## config.mk

```make
export PLATFORM = sky130hd
export DESIGN_NAME = pll_cal_seq
export DESIGN_NICKNAME = d
export VERILOG_FILES = /design/src/rtl/pcs_pkg.sv /design/src/rtl/pcs_edge_detect.sv /design/src/rtl/pcs_sweep.sv /design/src/rtl/pcs_settle.sv /design/src/rtl/pll_cal_seq.sv
export SDC_FILE = /design/constraint.sdc
export NUM_CORES = 1
export LEC_CHECK = 0
export BUFFER_PORTS_ARGS = -buffer_cell sky130_fd_sc_hd__buf_2
export CELL_PAD_IN_SITES_DETAIL_PLACEMENT = 1
export CELL_PAD_IN_SITES_GLOBAL_PLACEMENT = 1
export CORE_MARGIN = 3
export CORE_UTILIZATION = 40
export CTS_BUF_LIST = sky130_fd_sc_hd__clkbuf_4 sky130_fd_sc_hd__clkbuf_8 sky130_fd_sc_hd__clkbuf_16
export CTS_CLUSTER_SIZE = 12
export DETAILED_ROUTE_END_ITERATION = 12
export GPL_ROUTABILITY_DRIVEN = 0
export GPL_TIMING_DRIVEN = 1
export PLACE_DENSITY = 0.75
export SYNTH_ARGS = -nofsm -noshare
export SYNTH_HDL_FRONTEND = slang
export SYNTH_HIERARCHICAL = 1
export SYNTH_SLANG_ARGS = --single-unit
```

## constraint.sdc

```tcl
create_clock -name clk -period 2.45 [get_ports clk]
set_input_delay 0.49 -clock clk [delete_from_list [all_inputs] [get_ports clk]]
set_output_delay 0.49 -clock clk [all_outputs]
set_load 0.01 [all_outputs]
```

## src/rtl/pcs_pkg.sv

```systemverilog
// Shared definitions for the calibration sequencer.
// Assumes: nothing beyond IEEE 1800-2017.
package pcs_pkg;
    typedef enum logic [2:0] {
        ST_IDLE   = 3'd0,
        ST_START  = 3'd1,
        ST_SWEEP  = 3'd2,
        ST_SETTLE = 3'd3,
        ST_RUN    = 3'd4
    } cal_state_t;

    localparam int unsigned EVT_POR  = 0;
    localparam int unsigned EVT_SOFT = 1;
    localparam int unsigned EVT_LOS  = 2;
    localparam int unsigned EVT_LOL  = 3;
    localparam int unsigned N_EVT    = 4;
endpackage

```

## src/rtl/pcs_edge_detect.sv

```systemverilog
// Rising-edge detector for a vector of request lines.
// Assumes: inputs are synchronous to clk; the history register clears on reset.
module pcs_edge_detect #(
    parameter int unsigned N = 4
) (
    input  logic         clk,
    input  logic         rst_n,
    input  logic [N-1:0] lvl,
    output logic [N-1:0] rise
);
    logic [N-1:0] hist_q;

    for (genvar i = 0; i < N; i++) begin : g_bit
        // Remember each line's previous level.
        always_ff @(posedge clk) begin
            if (!rst_n) hist_q[i] <= 1'b0;
            else        hist_q[i] <= lvl[i];
        end
        assign rise[i] = lvl[i] & ~hist_q[i];
    end
endmodule

```

## src/rtl/pcs_sweep.sv

```systemverilog
// Tuning-code counter used by the calibration search.
// Assumes: load and step are never asserted together.
module pcs_sweep #(
    parameter int unsigned CODE_W = 8
) (
    input  logic              clk,
    input  logic              rst_n,
    input  logic              load_zero,
    input  logic              step,
    output logic [CODE_W-1:0] code,
    output logic              at_max
);
    localparam logic [CODE_W-1:0] CODE_MAX = {CODE_W{1'b1}};

    // Restart from zero or advance by one code.
    always_ff @(posedge clk) begin
        if (!rst_n)         code <= '0;
        else if (load_zero) code <= '0;
        else if (step)      code <= code + 1'b1;
    end

    assign at_max = (code == CODE_MAX);
endmodule

```

## src/rtl/pcs_settle.sv

```systemverilog
// Settle-interval counter: expired is high once count equals limit.
// Assumes: limit is stable while clear is low.
module pcs_settle #(
    parameter int unsigned CNT_W = 16
) (
    input  logic             clk,
    input  logic             rst_n,
    input  logic             clear,
    input  logic [CNT_W-1:0] limit,
    output logic             expired
);
    logic [CNT_W-1:0] cnt_q;

    // Count cycles spent in the settle phase.
    always_ff @(posedge clk) begin
        if (!rst_n || clear) cnt_q <= '0;
        else if (!expired)   cnt_q <= cnt_q + 1'b1;
    end

    assign expired = !clear && (cnt_q == limit);
endmodule

```

## src/rtl/pll_cal_seq.sv

```systemverilog
// Calibration sequencer for a synthesizer oscillator.
// Owns the tuning word during calibration, gates the output clocks and
// masks the lock alarm, and collapses requests that arrive mid-calibration
// into one pending pass.
// Assumes: tuned depends only on vco_code; settle_len and loop_code are
// stable during a calibration.
module pll_cal_seq
    import pcs_pkg::*;
#(
    parameter int unsigned CODE_W   = 8,
    parameter int unsigned SETTLE_W = 16,
    parameter int unsigned N_CLK    = 4
) (
    input  logic                clk,
    input  logic                rst_n,
    input  logic                por_req,
    input  logic                soft_req,
    input  logic                sig_lost,
    input  logic                lock_lost,
    input  logic                tuned,
    input  logic [CODE_W-1:0]   loop_code,
    input  logic [SETTLE_W-1:0] settle_len,
    output logic [CODE_W-1:0]   vco_code,
    output logic [N_CLK-1:0]    clk_en,
    output logic                lol_alarm,
    output logic                cal_active,
    output logic                cal_done,
    output logic                cal_fail
);
    cal_state_t        state_q, state_d;
    logic              pend_q, pend_d;
    logic              fail_q, fail_d;
    logic              done_q, done_d;
    logic              ld_code, step_code, at_max, settled;
    logic [CODE_W-1:0] sweep_code;
    logic [N_EVT-1:0]  evt_lvl, evt_rise;
    logic              trig_cal, trig_any, in_run;

    assign evt_lvl[EVT_POR]  = por_req;
    assign evt_lvl[EVT_SOFT] = soft_req;
    assign evt_lvl[EVT_LOS]  = sig_lost;
    assign evt_lvl[EVT_LOL]  = lock_lost;

    pcs_edge_detect #(.N(N_EVT)) u_edges (
        .clk(clk), .rst_n(rst_n), .lvl(evt_lvl), .rise(evt_rise)
    );

    pcs_sweep #(.CODE_W(CODE_W)) u_sweep (
        .clk(clk), .rst_n(rst_n), .load_zero(ld_code), .step(step_code),
        .code(sweep_code), .at_max(at_max)
    );

    pcs_settle #(.CNT_W(SETTLE_W)) u_settle (
        .clk(clk), .rst_n(rst_n), .clear(state_q != ST_SETTLE),
        .limit(settle_len), .expired(settled)
    );

    // Loss of lock is meaningless while retuning, so it only restarts from RUN.
    assign trig_cal = evt_rise[EVT_POR] | evt_rise[EVT_SOFT] | evt_rise[EVT_LOS];
    assign trig_any = trig_cal | evt_rise[EVT_LOL];

    // Next-state and control decode.
    always_comb begin
        state_d   = state_q;
        pend_d    = pend_q;
        fail_d    = fail_q;
        done_d    = 1'b0;
        ld_code   = 1'b0;
        step_code = 1'b0;
        unique case (state_q)
            ST_IDLE: begin
                if (!fail_q || trig_cal) begin
                    state_d = ST_START;
                    fail_d  = 1'b0;
                end
            end
            ST_START: begin
                ld_code = 1'b1;
                state_d = ST_SWEEP;
                if (trig_cal) pend_d = 1'b1;
            end
            ST_SWEEP: begin
                if (trig_cal) pend_d = 1'b1;
                if (tuned) begin
                    state_d = ST_SETTLE;
                end else if (at_max) begin
                    state_d = ST_IDLE;
                    fail_d  = 1'b1;
                    pend_d  = 1'b0;
                end else begin
                    step_code = 1'b1;
                end
            end
            ST_SETTLE: begin
                if (trig_cal) pend_d = 1'b1;
                if (settled) begin
                    if (pend_q || trig_cal) begin
                        state_d = ST_START;
                        pend_d  = 1'b0;
                    end else begin
                        state_d = ST_RUN;
                        done_d  = 1'b1;
                    end
                end
            end
            ST_RUN: begin
                if (trig_any) state_d = ST_START;
            end
            default: state_d = ST_IDLE;
        endcase
    end

    // State, pending, failure and completion registers.
    always_ff @(posedge clk) begin
        if (!rst_n) begin
            state_q <= ST_IDLE;
            pend_q  <= 1'b0;
            fail_q  <= 1'b0;
            done_q  <= 1'b0;
        end else begin
            state_q <= state_d;
            pend_q  <= pend_d;
            fail_q  <= fail_d;
            done_q  <= done_d;
        end
    end

    assign in_run     = (state_q == ST_RUN);
    assign cal_active = (state_q == ST_START) || (state_q == ST_SWEEP) ||
                        (state_q == ST_SETTLE);
    assign clk_en     = {N_CLK{in_run}};
    assign lol_alarm  = lock_lost & in_run;
    assign vco_code   = in_run ? loop_code : sweep_code;
    assign cal_done   = done_q;
    assign cal_fail   = fail_q;
endmodule

```

* Word-level counts from Yosys, hierarchy flattened
Index checks and enable logic that the tools add are counted.
Word-level totals: logic and storage cells 77, output and inout port bits 16, input port bits 31, register bits 34
Operators by class: equality and inequality tests 13, mux-type cells 23, bitwise logic cells 13, $add $sub $neg 2, reductions and logical operators 16
Operator list (count):
- $mux W3 | 6
- $add A16 B1 Y16 const B | 1
- $eq A16 B16 Y1 | 1
- $pmux W3 S5 | 1
- $mux W1 | 13
- $ne A2 B2 Y1 const B | 5
- $add A8 B1 Y8 const B | 1
- $eq A8 B8 Y1 const B | 1
- $mux W8 | 1
- $reduce_and A4 Y1 | 2
- $eq A3 B2 Y1 const B | 2
- $and A1 B1 Y1 | 5
- $logic_or A1 B1 Y1 | 5
- $not A1 Y1 | 5
- $eq A3 B1 Y1 const B | 1
- $eq A3 B3 Y1 const B | 1
- $logic_not A1 Y1 | 3
- $logic_not A3 Y1 | 1
- $ne A3 B2 Y1 const B | 1
- $ne A3 B3 Y1 const B | 1
- $or A1 B1 Y1 | 3
- $pmux W1 S3 | 1
- $reduce_and A3 Y1 | 1
- $reduce_bool A3 Y1 | 1
- other kinds (4) | 4

* Logic depth before layout (Yosys ltp)
Gate-level depths: netlist of the first run.
word-level depth 8, depth in mapped cells 9, mapped depth without buffers 8

* Hierarchy
Netlist of the first run, hierarchy kept.
By module, submodules not included:
- pcs_settle | instances 1, area each 1108.6 sq um, cells each 132, sequential area each 320.3 sq um
- pll_cal_seq | instances 1, area each 504.2 sq um, cells each 55, sequential area each 120.1 sq um
- pcs_sweep | instances 1, area each 354.1 sq um, cells each 40, sequential area each 160.2 sq um
- pcs_edge_detect | instances 1, area each 130.1 sq um, cells each 12, sequential area each 80.1 sq um

* Worst setup path after synthesis of the first run
OpenSTA, ideal clock, no wires.
path type reg-to-reg, start point register state_q[2], end point register state_q[0], required time 2312 ps, path buffers 1, stages on the path, launching flop included 9, period minus slack after synthesis 1940 ps, slack 510 ps, arrival 1802 ps, library setup time 138 ps, cells stage by stage dfxtp_1 -> buf_2 -> nand3b_1 -> nor2_1 -> inv_1 -> nor2_1 -> nand2_1 -> o311ai_0 -> a2111oi_0
Between the ends: cells in the longest elaborated chain, start to end 5, elaborated cells between the ends (all ways) 14, those cells by class eq/ne (9); mux (1); reduce/logical (4)
RTL lines:
- from (decl) | RTL line pll_cal_seq.sv:30 | cal_state_t state_q, state_d;
- from (signal assigned) | RTL line pll_cal_seq.sv:121 | state_q <= state_d;
- $ne A3 B2 Y1 | RTL line pll_cal_seq.sv:54 | .clk(clk), .rst_n(rst_n), .clear(state_q != ST_SETTLE),
- $logic_not A1 Y1 | RTL line pcs_settle.sv:20 | assign expired = !clear && (cnt_q == limit);
- $logic_and A1 B1 Y1 | RTL line pcs_settle.sv:20
- named net settled | RTL line pll_cal_seq.sv:34 | logic ld_code, step_code, at_max, settled;
- $ne A2 B2 Y1 (no source line)
- $reduce_and A4 Y1 (no source line)
The timed path passes the listed nets, and every way through them passes these cells. A chain may end at the register's enable or synchronous reset.

* Worst setup path in the final report of the first run
start point register state_q[0], end point output vco_code[2]
Between the ends: cells in the longest elaborated chain, start to end 2
RTL lines:
- $eq A3 B3 Y1 | RTL line pll_cal_seq.sv:128 | assign in_run = (state_q == ST_RUN);
- $mux W8 | RTL line pll_cal_seq.sv:133 | assign vco_code = in_run ? loop_code : sweep_code;
- to (decl) | RTL line pll_cal_seq.sv:23 | output logic [CODE_W-1:0] vco_code,
No other way between the ends.

==> results of run 1 <==
==> cells by family (layout without fill, tap and decap cells) <==
| logic type | Yosys count | count (layout) | share of synthesized area [%] |
|---|---|---|---|
| flip-flops | 34 | 34 | 32.5 |
| XOR/XNOR | 20 | 20 | 8.35 |
| multiplexers | 20 | 20 | 10.0 |
| buffers and inverters | 20 | 66 | 6.09 |
| AND/OR/NAND/NOR | 106 | 106 | 28.0 |
| adder cells (fa/ha/maj) | 2 | 2 | 1.19 |
| AO/OA/AOI/OAI | 37 | 37 | 13.8 |
==> how the worst max path moves through the flow <==
stage	from	to	slack (ps)	cells past startpoint
floorplan	state_q[2]$_SDFFE_PN0P_	state_q[0]$_SDFFE_PN0P_	510	8
global placement	settle_len[8]	state_q[0]$_SDFFE_PN0P_	260	8
finish	state_q[0]$_SDFFE_PN0P_	vco_code[2]	190	4
global route	state_q[0]$_SDFFE_PN0P_	vco_code[2]	50	4
CTS	state_q[0]$_SDFFE_PN0P_	vco_code[2]	160	4
detailed placement	settle_len[8]	state_q[0]$_SDFFE_PN0P_	190	8
==> flip-flops by register name, indices dropped and copies added, names as in the netlist <==
| signal | cells |
|---|---|
| cal_done | 1 |
| u_edges/hist_q | 4 |
| cal_fail | 1 |
| pend_q | 1 |
| state_q | 3 |
| u_sweep/code | 8 |
| u_settle/cnt_q | 16 |
==> report_power, final <==
group | switching, W | internal (W)
clock network | 0.000206 | 0.000284
logic | 0.0000757 | 0.0000677
registers | 0.0000157 | 0.000566
total | 0.000297 | 0.000917
==> critical path: stages (launching register included) <==
cell and delay [ps]:
dfxtp_1 390, nor2_1 160, and2_1 410, mux2_2 380
buf_2 140
==> final cells by class <==
| cell class | instances | area, sq um | share of cell area (%) |
|---|---|---|---|
| sequential | 34 | 681 | 27.6 |
| inverter | 5 | 18.8 | 0.761 |
| multi-input combinational | 185 | 1290 | 52.3 |
| timing repair buffer | 53 | 283 | 11.5 |
| clock buffer | 8 | 110 | 4.47 |
| tap | 67 | 83.8 | 3.40 |
==> stage by stage <==
stage	cells	hold WS, ps	worst slack [ps]	total power [W]
floorplan	239	454	510	0.000684
global placement	344	483	255	0.000734
detailed placement	344	483	193	0.000737
CTS	352	406	162	0.00124
global route	352	406	45.6	0.00128
finish	352	419	190	0.00121
==> metal layers <==
| metal | GRT usage, % | vias to the layer above | share of wire, % |
|---|---|---|---|
| li1 | - | 939 | - |
| met1 | 21.9 | 894 | 46 |
| met2 | 28.7 | 25 | 49 |
| met3 | 4.59 | 4 | 3.4 |
| met4 | 5.59 | 0 | 1.2 |
| met5 | 0 | - | 0 |
==> cells in the final DEF, fill, tap and decap left out, types with 12 or more instances in the layout <==
master / instances
xor2_1: 19
nor2_1: 12
dfxtp_1: 34
o21ai_0: 12
buf_2: 46
nand2_1: 20
mux2i_1: 12
==> reports/metrics.yaml, run 1 <==
outcome: "completed"
hold_path_depth: 2
synthCells: 239
wire_per_inst_um: 14.4
synth_area_leaders: "dfxtp_1, xor2_1, mux2i_1"
cts-root-buf: "clkbuf_8"
synth-seq-cells: 34
hold_class: "primary input to flip-flop"
p_leak_nw: 1.00
pwr_density_cell_nw_per_um2: 493
maxCapViolations: 0
whs_endpoint: "u_edges/hist_q[0]$_SDFF_PN0_"
period_minus_slack_ps: 2260
cts_sinks: 34
die_area_sq_um: 6150
cp_data_required_time_ps: 1960
synth_top_cells_by_count: "dfxtp_1, nand2_1, xor2_1"
globalRouteOverflowTotal: 0
synth-async-reset-ratio_pct: 0
fp.dieW_um: 78.4
worst_pin_slew_ps: 499
syn_nets: 272
max-vdd-ir-drop_mv: 0.217
ys_warn_count: 6
setup_viol: 0
fp.dieH_um: 78.4
syn_area_per_cell_sq_um: 8.77
core_sq_um: 4880
drive_gt1_share_pct: 27.4
slew-limit-headroom_pct: 66.4
area_delta_synth_final_pct: 17.5
cts_max_path_buffers: 2
fin_nets: 317
synth_cell_types: 45
drt-initial-drc-count: 114
ys_seq_area_share_pct: 32.5
clk_latency_ps: 280
utilization_pct: 50.5
min_from: "por_req"
setup_tns_ps: 0
cts_resized: 0
finalClockSkew_ps: 4.42
synth_edf_count: 0
r2r_slack_ps: 400
drt_pass1_iterations: 4
r2r_end: "state_q[0]$_SDFFE_PN0P_"
diodes: 0
post-route-drc-count: 0
dp_hpwl_mm: 3.79
final_area_sq_um: 2460
io_buffers: 46
via_per_inst: 5.29
placed_area_sq_um: 2350
arrival_ps: 1770
drv_slew: 0
yosysTopAreaCellShare_pct: 32.5
cts_setup_buffers: 0
ioPinCount: 47
startpoint_type: "flip-flop"
worst-path-max-fanout: 12
r2r-start: "u_settle/cnt_q[7]$_SDFFE_PP0N_"
start_util_pct: 43.0
max_freq_mhz: 442
nFillCells: 605
cts_hold_buf: 0
antenna_left: 0
hold_viol: 0
numCtsBuffers: 5
rows: 25
post-synth-top-count-cell: "dfxtp_1"
drt-total-wl_mm: 5.07
dr_total_vias: 1862
grt_usage_pct: 17.3
path_class: "flip-flop to output port"
timing.final.crit_share_pct: 92.3
yosys.area.top_type: "dfxtp_1"
grt_pass1_wl_mm: 8.50
grt_start_max_net_pins: 26
worst-r2r-cell-count: 7
cts_tree: "done"
rsz0062_at_grt: "no"
ys.flop_type: "dfxtp_1"
synth.cell_area_sq_um: 2100
grt_pass1_vias: 1827
path_clk_slew_ps: 70
cp-end-kind: "output port"
htree_levels: 2
grt_antenna_before_repair: 0
No activity file was read; power rests on OpenSTA's default activity.
==> inputs of run 2 (changes only) <==
clock period = 2.4 ns   (was 2.45 ns; I/O delays follow)
==> reports/metrics.yaml, run 2 (synthesis results as in run 1) <==
area_delta_synth_final_pct: 17.2  # was 17.5%
io_buffers: 46  # unchanged
fp.dieW_um: 78.4  # unchanged
combPwrFrac_pct: 12.9  # was 11.8%
r2r-start: "u_sweep/code[0]$_SDFFE_PP0P_"  # was u_settle/cnt_q[7]$_SDFFE_PP0N_
cts_tree: "done"  # unchanged
via_per_inst: 5.29  # about the same
htree_levels: 2  # unchanged
p_sw_w: 0.000300  # was 0.000297 W
crit_path_top_delay_cell: "dfxtp_1"  # was and2_1
dr_total_vias: 1868  # was 1862
top_regs: "u_settle/cnt_q (16), u_sweep/code (8), u_edges/hist_q (4)"  # unchanged
grt_pass1_wl_mm: 8.95  # was 8.50 mm
cts_setup_buffers: 0  # unchanged
rsz0062_at_grt: "no"  # unchanged
drive_gt1_share_pct: 28.0  # was 27.4%
grt_pass1_vias: 1880  # was 1827
post-route-drc-count: 0  # unchanged
grt_antenna_before_repair: 0  # unchanged
drt-total-wl_mm: 5.05  # was 5.07 mm
max-vdd-ir-drop_mv: 0.223  # was 0.217 mV
clkPwrFrac_pct: 37.7  # was 40.3%
drt-initial-drc-count: 73  # was 114
cts_sinks: 34  # unchanged
timing.final.crit_share_pct: 91.2
cpLargestDelayFamily: "flip-flops"  # was simple AND/OR/NAND/NOR gates
clk_latency_ps: 280  # about the same
p_int_w: 0.000893  # was 0.000917 W
seqPwrFrac_pct: 49.4  # was 47.9%
dp_hpwl_mm: 3.87  # was 3.79 mm
rows: 25  # unchanged
period_minus_slack_ps: 2190
r2r_slack_ps: 410  # was 400 ps
hold_class: "primary input to flip-flop"  # unchanged
finalClockSkew_ps: 5.04  # was 4.42 ps
fin_cells: 353  # was 352
numCtsBuffers: 5  # unchanged
maxCapViolations: 0  # unchanged
p_leak_nw: 1.00  # about the same
critPathBufInv: 1  # unchanged
startpoint_type: "flip-flop"  # unchanged
cts_max_path_buffers: 2  # unchanged
cp-end-kind: "output port"  # unchanged
setup_viol: 0  # unchanged
regMostFlops: "u_settle/cnt_q"  # unchanged
fp.dieH_um: 78.4  # unchanged
cp_data_required_time_ps: 1920  # was 1960 ps
grt_usage_pct: 17.8  # was 17.3%
final_cell_mix: "buf_2, dfxtp_1, nand2_1"  # unchanged
startpoint: "state_q[2]$_SDFFE_PN0P_"  # was state_q[0]$_SDFFE_PN0P_
start_util_pct: 43.0  # unchanged
slew-limit-headroom_pct: 73.6  # was 66.4%
worst-path-max-fanout: 12  # unchanged
core_sq_um: 4880  # unchanged
grt_start_max_net_pins: 26  # unchanged
dp.cells: 345  # was 344
drv_slew: 0  # unchanged
cts_hold_buf: 0  # unchanged
placed_area_sq_um: 2360  # was 2350 sq um
setup_tns_ps: 0  # unchanged
slowest_delay_ps: 560  # was 410 ps
layout_commonest_cell: "buf_2"  # unchanged
fin_nets: 318  # was 317
wire_per_inst_um: 14.3  # was 14.4 um
drt_pass1_iterations: 4  # unchanged
path_clk_slew_ps: 70  # about the same
pwr_density_cell_nw_per_um2: 485  # was 493 nW/um^2
die_area_sq_um: 6150  # unchanged
arrival_ps: 1710  # was 1770 ps
min_from: "soft_req"  # was por_req
max_freq_mhz: 457
path_class: "flip-flop to output port"  # unchanged
timing.critical_path.cells: "and2_2 -> mux2_2 -> buf_2"  # was nor2_1 -> and2_1 -> mux2_2 -> buf_2
largest_reg_flops: 16  # unchanged
ioPinCount: 47  # unchanged
sw_frac_of_total_pct: 25.1  # was 24.5%
globalRouteOverflowTotal: 0  # unchanged
antenna_left: 0  # unchanged
cts-root-buf: "clkbuf_8"  # unchanged
outcome: "completed"  # unchanged
hold_viol: 0  # unchanged
diodes: 0  # unchanged
cts_resized: 0  # unchanged
final_area_sq_um: 2460  # about the same
worst_pin_slew_ps: 392  # was 499 ps
run 2: cell types whose count changed in the layout (fill, tap and decap cells not counted):
| cell | before | now |
|---|---|---|
| and2_1 | 7 | 6 |
| buf_4 | 7 | 8 |
| clkbuf_8 | 8 | 6 |
| clkbuf_4 | 0 | 1 |
| and2_2 | 0 | 1 |
| clkinv_2 | 0 | 1 |
run 2: area by class of cell:
type                       count  area [sq um]
tap                           67          83.8
clock buffer                   7          90.1
timing repair buffer          54           290
fill                         611          2420
inverter                       5          18.8
clock inverter                 1          5.00
sequential                    34           681
multi-input combinational    185          1290
run 2: stage by stage:
step / utilization, % / total power [W] / worst slack [ps] / hold slack (ps)
after floorplan: - / 0.000698 / 460 / 454
after global placement: 48.4 / 0.000754 / 313 / 481
after detailed placement: 48.4 / 0.000757 / 253 / 486
after CTS: 50.4 / 0.00121 / 71.6 / 406
after global routing: 50.4 / 0.00126 / 98.2 / 399
final: 50.4 / 0.00119 / 212 / 409
run 2: power groups by stage:
stage	clock (W)	combinational, W	sequential, W
after floorplan	0	0.000100	0.000598
after global placement	0	0.000152	0.000602
after detailed placement	0	0.000155	0.000602
after CTS	0.000463	0.000156	0.000589
after global routing	0.000490	0.000177	0.000591
final	0.000450	0.000154	0.000590
run 2: layer usage:
layer / GRT usage [%] / wire [um] / part of all wire (%)
met5: 0 / 0 / 0
met4: 4.72 / 40 / 0.79
met3: 3.21 / 147 / 2.9
met2: 30.3 / 2520 / 50
met1: 23.0 / 2340 / 46
run 2: worst paths after layout:
kind | endpoint | depth (start not counted)
hold / removal | u_edges/hist_q[1]$_SDFF_PN0_ | 2
setup reg to reg | u_sweep/code[7]$_SDFFE_PP0P_ | 8
setup / recovery | vco_code[2] | 3
hold reg to reg | u_settle/cnt_q[15]$_SDFFE_PP0N_ | 2
run 2: worst reg2reg max path, cell delays in order (launching register included):
cell     delay (ps)
dfxtp_1         370
ha_1            250
nand3_1          90
nor2_1           60
nor3_1          170
and2_1          350
nand4_1         160
or3_1           340
a21oi_1         140
==> inputs of run 3 (changes only) <==
ABC_AREA = 1   (was unset)
CORE_UTILIZATION = 38   (was 40)
PLACE_DENSITY = 0.76   (was 0.75)
==> reports/metrics.yaml, run 3 <==
cts_resized: 0  # unchanged
globalRouteOverflowTotal: 0  # unchanged
rsz0062_at_grt: "no"  # unchanged
worst-path-max-fanout: 12  # unchanged
synthCells: 376  # was 239
synth_top_family_by_area: "simple AND/OR/NAND/NOR gates"  # unchanged
synth_edf_count: 0  # unchanged
dp_hpwl_mm: 4.92  # was 3.87 mm
ys.flop_type: "dfxtp_1"  # unchanged
path_clk_slew_ps: 70  # about the same
synth.cell_area_sq_um: 2330  # was 2100 sq um
cts_setup_buffers: 0  # unchanged
clkPwrFrac_pct: 31.5  # was 37.7%
cp_data_required_time_ps: 1920  # about the same
arrival_ps: 1580  # was 1710 ps
routed-wl-met3_um: 246  # was 147 um
finalClockSkew_ps: 2.67  # was 5.04 ps
synth_compound_area_share_pct: 7.40  # was 13.8%
synthXorXnorAreaFrac_pct: 5.25  # was 8.35%
routed-wl-met2_mm: 3.13  # was 2.52 mm
synth_top_cells_by_count: "nand2_1, inv_1, nor2_1, dfxtp_1, a21oi_1"  # was dfxtp_1, nand2_1, xor2_1
cts_hold_buf: 0  # unchanged
drt-initial-drc-count: 82  # was 73
layout_setup_ws_ps: 341  # was 212 ps
via_per_inst: 4.84  # was 5.29
grt_pass1_vias: 2475  # was 1880
whs_endpoint: "u_edges/hist_q[1]$_SDFF_PN0_"  # unchanged
rows: 27  # was 25
io_buffers: 46  # unchanged
r2r_slack_ps: 410  # about the same
drt-total-wl_mm: 6.25  # was 5.05 mm
setup_viol: 0  # unchanged
cpLargestDelayFamily: "simple AND/OR/NAND/NOR gates"  # was flip-flops
p_leak_nw: 1.39  # was 1.00 nW
drt_pass1_iterations: 4  # unchanged
timing.critical_path.cells: "nor2_2 -> nand2_1 -> inv_4 -> nand2_1 -> nand2_1 -> buf_2"  # was and2_2 -> mux2_2 -> buf_2
p_sw_w: 0.000608  # was 0.000300 W
critical_path.most_common_cell: "nand2_1"
ys_warn_count: 6  # unchanged
combPwrFrac_pct: 30.5  # was 12.9%
min_from: "soft_req"  # unchanged
cts_tree: "done"  # unchanged
area_delta_synth_final_pct: 17.2  # about the same
worst-r2r-cell-count: 10  # was 8
ys_seq_area_share_pct: 29.2  # was 32.5%
cts-root-buf: "clkbuf_8"  # unchanged
m1WireLength_mm: 2.79  # was 2.34 mm
diodes: 0  # unchanged
outcome: "completed"  # unchanged
hold_path_depth: 3  # was 2
start_util_pct: 40.9  # was 43.0%
maxCapViolations: 0  # unchanged
max-vdd-ir-drop_mv: 0.339  # was 0.223 mV
r2r_end: "state_q[0]$_SDFFE_PN0P_"  # was u_sweep/code[7]$_SDFFE_PP0P_
clk_latency_ps: 290  # was 280 ps
startpoint_type: "flip-flop"  # unchanged
ioPinCount: 47  # unchanged
fp.dieH_um: 84.4  # was 78.4 um
numCtsBuffers: 5  # unchanged
synth.area.mux_share_pct: 0  # was 10.0%
setup_tns_ps: 0  # unchanged
max_freq_mhz: 486  # was 457 MHz
top_regs: "u_settle/cnt_q (16), u_sweep/code (8), u_edges/hist_q (4)"  # unchanged
crit_path_top_delay_cell: "dfxtp_1"  # unchanged
hold_class: "primary input to flip-flop"  # unchanged
dr_total_vias: 2409  # was 1868
cts_sinks: 34  # unchanged
grt_antenna_before_repair: 0  # unchanged
htree_levels: 2  # unchanged
die_area_sq_um: 7120  # was 6150 sq um
pwr_density_cell_nw_per_um2: 639  # was 485 nW/um^2
regMostFlops: "u_settle/cnt_q"  # unchanged
hold_viol: 0  # unchanged
path_class: "flip-flop to output port"  # unchanged
worst_pin_slew_ps: 520  # was 392 ps
core_sq_um: 5710  # was 4880 sq um
grt_start_max_net_pins: 24  # was 26
period_minus_slack_ps: 2060  # was 2190 ps
seqPwrFrac_pct: 37.9  # was 49.4%
slew-limit-headroom_pct: 65.2  # was 73.6%
fin_nets: 458  # was 318
pre_cts_slack_ps: 413  # was 253 ps
power_w: 0.00175  # was 0.00119 W
highest_layer: "met4"  # unchanged
yosysTopAreaCellShare_pct: 29.2  # was 32.5%
synth-seq-cells: 34  # unchanged
post-synth-top-count-cell: "nand2_1"  # was dfxtp_1
cp-end-kind: "output port"  # unchanged
critPathBufInv: 2  # was 1
syn_area_per_cell_sq_um: 6.21  # was 8.77 sq um
synth-async-reset-ratio_pct: 0  # unchanged
yosys.area.top_type: "dfxtp_1"  # unchanged
cts_max_path_buffers: 2  # unchanged
fp.dieW_um: 84.4  # was 78.4 um
yosys.area_share.simple_pct: 43.2  # was 28.0%
synth_cell_types: 33  # was 45
syn_nets: 409  # was 272
synth_area_leaders: "dfxtp_1, nand2_1, inv_1"  # was dfxtp_1, xor2_1, mux2i_1
wire_per_inst_um: 12.5  # was 14.3 um
largest_reg_flops: 16  # unchanged
drive_gt1_share_pct: 20.7  # was 28.0%
sw_frac_of_total_pct: 34.8  # was 25.1%
grt_usage_pct: 18.5  # was 17.8%
p_int_w: 0.00114  # was 0.000893 W
slowest_delay_ps: 360  # was 560 ps
synth_adder_area_share_pct: 1.07  # was 1.19%
r2r-start: "u_sweep/code[0]$_SDFFE_PP0P_"  # unchanged
post-route-drc-count: 0  # unchanged
drv_slew: 0  # unchanged
final_cell_mix: "nand2_1, inv_1, buf_2"  # was buf_2, dfxtp_1, nand2_1
timing.final.crit_share_pct: 85.8  # was 91.2%
grt_pass1_wl_mm: 10.9  # was 8.95 mm
antenna_left: 0  # unchanged
layout_commonest_cell: "nand2_1"  # was buf_2
run 3: worst max-delay path by stage:
stage / endpoint / from / slack (ps) / depth (start not counted)
after floorplan: state_q[0]$_SDFFE_PN0P_ / state_q[1]$_SDFFE_PN0P_ / 530 / 12
final: vco_code[3] / state_q[0]$_SDFFE_PN0P_ / 340 / 6
after detailed placement: state_q[0]$_SDFFE_PN0P_ / settle_len[5] / 410 / 14
after global placement: state_q[0]$_SDFFE_PN0P_ / settle_len[5] / 460 / 14
after global routing: vco_code[3] / state_q[1]$_SDFFE_PN0P_ / 140 / 6
after CTS: vco_code[3] / state_q[0]$_SDFFE_PN0P_ / 280 / 6
run 3: cell type report:
class | instances | area, sq um
Timing Repair Buffer | 50 | 260
Tap cell | 72 | 90.1
Clock inverter | 1 | 30.0
Fill cell | 825 | 2970
Sequential cell | 34 | 681
Multi-Input combinational cell | 265 | 1330
Clock buffer | 7 | 83.8
Inverter | 69 | 262
run 3: logic make-up after synthesis:
logic type | count (synthesis)
adders and majority gates | 2
xor gates and xnor gates | 14
buffers and inverters | 77
AOI/OAI and AO/OA | 34
and+or+nand+nor | 215
DFF | 34
run 3: per-layer routing:
metal	vias to the layer above	GRT usage, %
met5	-	0
met4	0	5.47
met3	6	2.85
met2	40	33.6
met1	1108	22.3
li1	1255	-
run 3: per-stage QoR:
step | cell area, sq um | hold slack, ps | std cells | utilization, %
finish | 2740 | 386 | 498 | 47.9
global route | 2740 | 401 | 498 | 47.9
CTS | 2740 | 379 | 498 | 47.9
detailed placement | 2620 | 464 | 490 | 45.9
global placement | 2620 | 450 | 490 | 45.9
floorplan | 2330 | 434 | 376 | -
run 3: power groups by stage:
stage,Sequential (W),Clock [W],Combinational [W]
after detailed placement,0.000678,0,0.000536
after floorplan,0.000671,0,0.000389
after global routing,0.000674,0.000589,0.000613
after CTS,0.000665,0.000567,0.000540
after global placement,0.000673,0,0.000519
final,0.000663,0.000552,0.000533
run 3: worst register-to-register path, cell delays in order, from the launching register on:
cell and delay (ps):
dfxtp_1 440, ha_1 220, nand2_1 90, nor4_1 410
inv_1 110, nand2_1 90, nor2_2 110, nor2_4 130
nand3_2 100, nor2_1 120, nor2_2 60
